==> config.mk <==
export PLATFORM = sky130hd
export DESIGN_NAME = cal_seq
export DESIGN_NICKNAME = d
export VERILOG_FILES = /design/src/rtl/cal_pkg.sv /design/src/rtl/cal_fsm.sv /design/src/rtl/cal_math.sv /design/src/rtl/cal_regs.sv /design/src/rtl/cal_seq.sv
export SDC_FILE = /design/constraint.sdc
export NUM_CORES = 1
export LEC_CHECK = 0
export BUFFER_PORTS_ARGS = -buffer_cell sky130_fd_sc_hd__buf_4
export CAP_MARGIN = 20
export CORE_MARGIN = 2
export CORE_UTILIZATION = 45
export CTS_CLUSTER_SIZE = 40
export DETAILED_ROUTE_END_ITERATION = 16
export PLACE_DENSITY = 0.74
export RECOVER_POWER = 25
export REMOVE_ABC_BUFFERS = 1
export SLEW_MARGIN = 25
export SYNTH_ARGS = -nofsm -noshare
export SYNTH_HDL_FRONTEND = slang
export SYNTH_SLANG_ARGS = --single-unit
==> constraint.sdc <==
create_clock -name clk -period 4.2 [get_ports clk]
set_input_delay 0.63 -clock clk [delete_from_list [all_inputs] [get_ports clk]]
set_output_delay 0.63 -clock clk [all_outputs]
set_load 0.02 [all_outputs]
==> src/rtl/cal_pkg.sv <==
// Package: shared state encoding and register addresses for the calibration
// sequencer. Assumes a 3-bit register address space.
package cal_pkg;

    typedef enum logic [1:0] {
        ST_IDLE = 2'd0,
        ST_OFS  = 2'd1,
        ST_GAIN = 2'd2
    } cal_state_e;

    localparam logic [2:0] A_CTRL   = 3'd0;
    localparam logic [2:0] A_CHAN   = 3'd1;
    localparam logic [2:0] A_OFS_LO = 3'd2;
    localparam logic [2:0] A_OFS_HI = 3'd3;
    localparam logic [2:0] A_GN_LO  = 3'd4;
    localparam logic [2:0] A_GN_HI  = 3'd5;

endpackage

==> src/rtl/cal_fsm.sv <==
// cal_fsm: step sequencer. Runs offset then gain, holds the conversion request
// and drives the channel select. Assumes the mode input is stable while busy.
module cal_fsm #(
    parameter int              CH_W       = 4,
    parameter logic [CH_W-1:0] DEV_GND_CH = 4'b1011,
    parameter logic [CH_W-1:0] DEV_REF_CH = 4'b1100
) (
    input  logic                clk,
    input  logic                rst_n,
    input  logic                kick,
    input  logic                sys_mode,
    input  logic [CH_W-1:0]     gnd_ch,
    input  logic [CH_W-1:0]     ref_ch,
    input  logic                conv_valid,
    output cal_pkg::cal_state_e st,
    output logic                busy,
    output logic                conv_req,
    output logic [CH_W-1:0]     chan_sel,
    output logic                ofs_load,
    output logic                gain_load
);
    import cal_pkg::*;

    // Advance through idle -> offset -> gain -> idle on each accepted result.
    always_ff @(posedge clk) begin
        if (!rst_n) begin
            st <= ST_IDLE;
        end else begin
            case (st)
                ST_IDLE: if (kick)       st <= ST_OFS;
                ST_OFS:  if (conv_valid) st <= ST_GAIN;
                ST_GAIN: if (conv_valid) st <= ST_IDLE;
                default:                 st <= ST_IDLE;
            endcase
        end
    end

    // Pick the channel for the current step from the mode.
    always_comb begin
        case (st)
            ST_OFS:  chan_sel = sys_mode ? gnd_ch : DEV_GND_CH;
            ST_GAIN: chan_sel = sys_mode ? ref_ch : DEV_REF_CH;
            default: chan_sel = '0;
        endcase
    end

    assign busy      = (st != ST_IDLE);
    assign conv_req  = busy;
    assign ofs_load  = (st == ST_OFS)  && conv_valid;
    assign gain_load = (st == ST_GAIN) && conv_valid;

endmodule

==> src/rtl/cal_math.sv <==
// cal_math: coefficient arithmetic. Keeps the ground result and forms
// saturated offset and gain coefficients from the converter result.
// Assumes SUM_W is wide enough for the unsaturated sums at the given scales.
module cal_math #(
    parameter int RES_W      = 12,
    parameter int COEF_W     = 14,
    parameter int OFS_NOM    = 8192,
    parameter int GAIN_NOM   = 8192,
    parameter int OFS_SCALE  = 4,
    parameter int GAIN_SCALE = 4
) (
    input  logic              clk,
    input  logic              rst_n,
    input  logic [RES_W-1:0]  conv_data,
    input  logic              ofs_load,
    output logic [COEF_W-1:0] ofs_new,
    output logic [COEF_W-1:0] gain_new
);
    localparam int SUM_W = COEF_W + 4;
    localparam int FULL  = (1 << RES_W) - 1;
    localparam logic [SUM_W-1:0] MAXV = SUM_W'((1 << COEF_W) - 1);

    logic [RES_W-1:0] gnd_q;
    logic [SUM_W-1:0] ofs_sum, span, gain_sum;

    function automatic logic [COEF_W-1:0] sat(input logic [SUM_W-1:0] v);
        return (v > MAXV) ? MAXV[COEF_W-1:0] : v[COEF_W-1:0];
    endfunction

    // Hold the ground result so the gain step can correct for it.
    always_ff @(posedge clk) begin
        if (!rst_n)        gnd_q <= '0;
        else if (ofs_load) gnd_q <= conv_data;
    end

    // Form both candidate coefficients from the present result.
    always_comb begin
        ofs_sum  = SUM_W'(OFS_NOM) + SUM_W'(conv_data) * SUM_W'(OFS_SCALE);
        span     = SUM_W'(FULL) - SUM_W'(conv_data) + SUM_W'(gnd_q);
        gain_sum = SUM_W'(GAIN_NOM) + span * SUM_W'(GAIN_SCALE);
        ofs_new  = sat(ofs_sum);
        gain_new = sat(gain_sum);
    end

endmodule

==> src/rtl/cal_regs.sv <==
// cal_regs: software register file. Holds the mode, done flag, system channels
// and both coefficients. Blocks every write while busy and decodes the start.
module cal_regs #(
    parameter int CH_W     = 4,
    parameter int COEF_W   = 14,
    parameter int OFS_NOM  = 8192,
    parameter int GAIN_NOM = 8192
) (
    input  logic              clk,
    input  logic              rst_n,
    input  logic              reg_wr,
    input  logic [2:0]        reg_addr,
    input  logic [7:0]        reg_wdata,
    output logic [7:0]        reg_rdata,
    input  logic              busy,
    input  logic [1:0]        load,
    input  logic [COEF_W-1:0] new_v [2],
    output logic              kick,
    output logic              sys_mode,
    output logic              done_flag,
    output logic [CH_W-1:0]   gnd_ch,
    output logic [CH_W-1:0]   ref_ch,
    output logic [COEF_W-1:0] ofs_coef,
    output logic [COEF_W-1:0] gain_coef
);
    import cal_pkg::*;

    localparam int HI_W = COEF_W - 8;

    logic              wr_ok;
    logic [COEF_W-1:0] coef_q [2];

    assign wr_ok = reg_wr && !busy;
    assign kick  = wr_ok && (reg_addr == A_CTRL) && reg_wdata[0];

    // Control and channel fields: writable only while idle; done tracks completion.
    always_ff @(posedge clk) begin
        if (!rst_n) begin
            sys_mode  <= 1'b0;
            done_flag <= 1'b0;
            gnd_ch    <= '0;
            ref_ch    <= '0;
        end else begin
            if (load[1])                         done_flag <= 1'b1;
            else if (kick)                       done_flag <= 1'b0;
            if (wr_ok && reg_addr == A_CTRL)     sys_mode <= reg_wdata[1];
            if (wr_ok && reg_addr == A_CHAN)     {ref_ch, gnd_ch} <= reg_wdata[2*CH_W-1:0];
        end
    end

    // One coefficient register per step: engine load wins, else idle byte writes.
    for (genvar i = 0; i < 2; i++) begin : g_coef
        localparam logic [2:0]        LO_A  = 3'(2 + 2*i);
        localparam logic [2:0]        HI_A  = 3'(3 + 2*i);
        localparam logic [COEF_W-1:0] RST_V = (i == 0) ? COEF_W'(OFS_NOM) : COEF_W'(GAIN_NOM);
        always_ff @(posedge clk) begin
            if (!rst_n)                         coef_q[i] <= RST_V;
            else if (load[i])                   coef_q[i] <= new_v[i];
            else if (wr_ok && reg_addr == LO_A) coef_q[i][7:0] <= reg_wdata;
            else if (wr_ok && reg_addr == HI_A) coef_q[i][COEF_W-1:8] <= reg_wdata[HI_W-1:0];
        end
    end

    assign ofs_coef  = coef_q[0];
    assign gain_coef = coef_q[1];

    // Read multiplexer; unused addresses read zero.
    always_comb begin
        case (reg_addr)
            A_CTRL:   reg_rdata = {5'b0, done_flag, sys_mode, busy};
            A_CHAN:   reg_rdata = 8'({ref_ch, gnd_ch});
            A_OFS_LO: reg_rdata = coef_q[0][7:0];
            A_OFS_HI: reg_rdata = {{(8-HI_W){1'b0}}, coef_q[0][COEF_W-1:8]};
            A_GN_LO:  reg_rdata = coef_q[1][7:0];
            A_GN_HI:  reg_rdata = {{(8-HI_W){1'b0}}, coef_q[1][COEF_W-1:8]};
            default:  reg_rdata = 8'h00;
        endcase
    end

endmodule

==> src/rtl/cal_seq.sv <==
// cal_seq: top of the offset/gain calibration sequencer. Connects the register
// file, the step sequencer and the coefficient arithmetic.
// Assumes the converter answers each held request with one conv_valid pulse.
module cal_seq #(
    parameter int              CH_W       = 4,
    parameter int              RES_W      = 12,
    parameter int              COEF_W     = 14,
    parameter logic [CH_W-1:0] DEV_GND_CH = 4'b1011,
    parameter logic [CH_W-1:0] DEV_REF_CH = 4'b1100,
    parameter int              OFS_NOM    = 8192,
    parameter int              GAIN_NOM   = 8192,
    parameter int              OFS_SCALE  = 4,
    parameter int              GAIN_SCALE = 4
) (
    input  logic             clk,
    input  logic             rst_n,
    input  logic             reg_wr,
    input  logic [2:0]       reg_addr,
    input  logic [7:0]       reg_wdata,
    output logic [7:0]       reg_rdata,
    output logic             conv_req,
    output logic [CH_W-1:0]  chan_sel,
    input  logic             conv_valid,
    input  logic [RES_W-1:0] conv_data
);
    cal_pkg::cal_state_e st;
    logic              busy, kick, sys_mode, done_flag, ofs_load, gain_load;
    logic [CH_W-1:0]   gnd_ch, ref_ch;
    logic [COEF_W-1:0] ofs_new, gain_new, ofs_coef, gain_coef;
    logic [COEF_W-1:0] new_v [2];

    assign new_v[0] = ofs_new;
    assign new_v[1] = gain_new;

    cal_regs #(.CH_W(CH_W), .COEF_W(COEF_W), .OFS_NOM(OFS_NOM), .GAIN_NOM(GAIN_NOM)) u_regs (
        .clk(clk), .rst_n(rst_n), .reg_wr(reg_wr), .reg_addr(reg_addr),
        .reg_wdata(reg_wdata), .reg_rdata(reg_rdata), .busy(busy),
        .load({gain_load, ofs_load}), .new_v(new_v), .kick(kick),
        .sys_mode(sys_mode), .done_flag(done_flag), .gnd_ch(gnd_ch),
        .ref_ch(ref_ch), .ofs_coef(ofs_coef), .gain_coef(gain_coef)
    );

    cal_fsm #(.CH_W(CH_W), .DEV_GND_CH(DEV_GND_CH), .DEV_REF_CH(DEV_REF_CH)) u_fsm (
        .clk(clk), .rst_n(rst_n), .kick(kick), .sys_mode(sys_mode),
        .gnd_ch(gnd_ch), .ref_ch(ref_ch), .conv_valid(conv_valid), .st(st),
        .busy(busy), .conv_req(conv_req), .chan_sel(chan_sel),
        .ofs_load(ofs_load), .gain_load(gain_load)
    );

    cal_math #(.RES_W(RES_W), .COEF_W(COEF_W), .OFS_NOM(OFS_NOM), .GAIN_NOM(GAIN_NOM),
               .OFS_SCALE(OFS_SCALE), .GAIN_SCALE(GAIN_SCALE)) u_math (
        .clk(clk), .rst_n(rst_n), .conv_data(conv_data), .ofs_load(ofs_load),
        .ofs_new(ofs_new), .gain_new(gain_new)
    );

endmodule

==> impl_metrics.ini <==
[status]
status = complete, but fails checks
violations = capacitance limit, slew limit

[cts]
hold_buffers = 0
tritoncts = built
cts_max_path_buffers = 2
cts-root-buf = clkbuf_8
cts_max_level = 2
cts_resized = 0
cts.sinks = 52
cts_buffers = 5
cts.clk_slew.worst_paths_ns = 0.10
clk_latency_ns = 0.30
cts_setup_buffers = 0

[setup_path]
r2r_cells = 7
crit_required_ns = 4.40
start_kind = primary input
worstSetupPathDepth = 6
crit_slowest_cell = nor3_1
path_class = in2reg
arrival_ns = 3.39
crit_buf_inv = 1
crit_fanout = 19
max_stage_delay_ns = 1.20
path_cells = clkbuf_1 > and2b_1 > nand2_1 > nor3_1 > mux2i_1 > nor2b_1
end_kind = flip-flop
path_delay_family = simple AND/OR/NAND/NOR gates

[flow_run]
cap_violations = 1

[power]
leakagePower_nw = 1.55
p_per_area_nw_per_um2 = 365
peakVddDrop_mv = 0.228

[die]
die_x_um = 88.9
die_y_um = 88.9
initial_utilization_pct = 47.2
io-pin-count = 40
rows = 30
coreArea_um2 = 6870
die_area_um2 = 7910

[detailed_routing]
num_vias = 2808
drt_iter0_markers = 260
avgRoutedWirePerCell_um = 16.7
drc_errors = 0
viasPerCell = 5.84
wl_um = 8040
drt_first_pass_iters = 5
drt.antenna.violating_nets = 0

[timing]
fin_skew_ns = 0.00695
rsz0062_at_grt = false
setup_viol = 0
setup_ws_ns = 1.01
slew_viol_final = 9
worstMarginPinSlew_ns = 1.57
fin_crit_sh_pct = 76.0
fmax_mhz = 313
tns_ns = 0
hold_viol = 0
period_minus_slack_ns = 3.19
relSlewSlack_pct = -5.34

[grt]
grt_max_degree = 26
antenna_found_initial = 0
grt_pass1_vias = 2624
grt_pass1_wl_um = 13000
overflow = 0
grt_use_total_pct = 21.4

[cells_and_area]
drive_above_1_share_pct = 14.5
area_growth_pct = 14.5
fin_nets = 428
fin_cells = 481
layout_common_cells = nand2_1, buf_4, o21ai_0, edfxtp_1, dfxtp_1
diodes = 0
stdcell_area_um2 = 3710
fin_util_pct = 54.1
mostFrequentLayoutCell = nand2_1

[synthesis]
ys_types = 52
syn_avg_cell_area_um2 = 9.22
async_reset_ff_share_pct = 0
ys_seq_elements = 52
synthCells = 352
ys_seq_area_share_pct = 40.7
ys_warn_count = 0
ys.flop_type = edfxtp_1
syn_area_um2 = 3250
synth_edf_count = 28

[placed_design]
place_area_um2 = 3600
dp_hpwl_um = 6060
io_buffers = 39
dp_cells = 473
gp_congestion = 0.960
dp_slack_ns = 1.23

[hold_path]
hold_depth = 2
hp-class = reg2reg
metal layers:
layer / up-vias / GRT usage (%) / routed length (µm)
met2: 106 / 36.0 / 3830
met3: 10 / 2.77 / 503
li1: 1346 / - / -
met5: - / 0 / 0
met4: 0 / 5.23 / 86
met1: 1346 / 29.6 / 3630
cells by family after synthesis:
group	after synthesis	synth area share [%]
and+or+nand+nor	110	16.8
xor gates and xnor gates	5	1.35
muxes	19	6.32
buffers and inverters	38	4.78
DFF	52	40.7
adders and majority gates	17	6.78
AOI/OAI and AO/OA	111	23.2
where the power goes:
group	internal [W]	switching [W]	total (W)
combinational	0.000134	0.000209	0.000343
clock	0.000240	0.000172	0.000412
sequential	0.000582	0.0000188	0.000601
area by class of cell:
cell class,count,area [µm²]
tap,96,120
multi-input combinational,262,1760
fill,625,3150
clock buffer,5,68.8
timing repair buffer,41,297
sequential,52,1320
clock inverter,3,68.8
inverter,22,82.6
worst register-to-register path: cells and delay by family, from the launching register on:
kind | cells | cell delay [ns]
flip-flops | 1 | 0.37
AND/OR/NAND/NOR | 2 | 0.79
buffers and inverters | 2 | 0.71
AO/OA/AOI/OAI | 2 | 0.44
adder cells (fa/ha/maj) | 1 | 0.28
metrics by stage:
stage               total power [W]  hold WS (ns)
finish                      0.00136         0.474
global route                0.00142         0.508
CTS                         0.00137         0.470
detailed placement         0.000956         0.453
global placement           0.000949         0.449
floorplan                  0.000833         0.434
worst paths after layout:
path / end / startpoint / slack (ns)
setup / recovery: u_regs.ref_ch[2]$_SDFFE_PN0P_ / reg_addr[0] / 1.01
hold / removal: u_regs.done_flag$_SDFFE_PN0P_ / u_regs.done_flag$_SDFFE_PN0P_ / 0.47
setup reg to reg: u_regs.coef_q[0][0]$_DFFE_PP_ / u_fsm.st[1]$_SDFFE_PN0P_ / 1.49
hold reg to reg: u_regs.done_flag$_SDFFE_PN0P_ / u_regs.done_flag$_SDFFE_PN0P_ / 0.47
cell usage after synthesis, types with 3 or more instances:
cell type / instances / share of area, %
nor2b_1: 12 / 2.3
a21oi_1: 15 / 2.3
mux2i_1: 16 / 4.9
xnor2_1: 3 / 0.81
nand2b_1: 5 / 0.96
nand3_1: 13 / 2.0
ha_1: 16 / 6.2
o21ai_0: 30 / 4.6
o21a_1: 3 / 0.69
a21boi_0: 4 / 0.93
a21o_1: 5 / 1.2
and2_1: 3 / 0.58
a31oi_1: 3 / 0.58
inv_1: 22 / 2.5
nor2_1: 17 / 2.0
nand2_1: 43 / 5.0
and3_1: 6 / 1.2
dfxtp_1: 24 / 15
edfxtp_1: 28 / 26
a22oi_1: 11 / 2.5
a22o_1: 14 / 3.8
o21ai_1: 7 / 1.1
clkbuf_1: 13 / 1.5
o221ai_1: 3 / 0.81
sequential cells by signal, summed over array words and instances (netlist names):
signal,count
u_regs.done_flag,1
u_regs.gnd_ch,4
u_regs.sys_mode,1
u_math.gnd_q,12
u_regs.ref_ch,4
u_regs.coef_q,28
u_fsm.st,2
(Power assumes the default switching activity.)
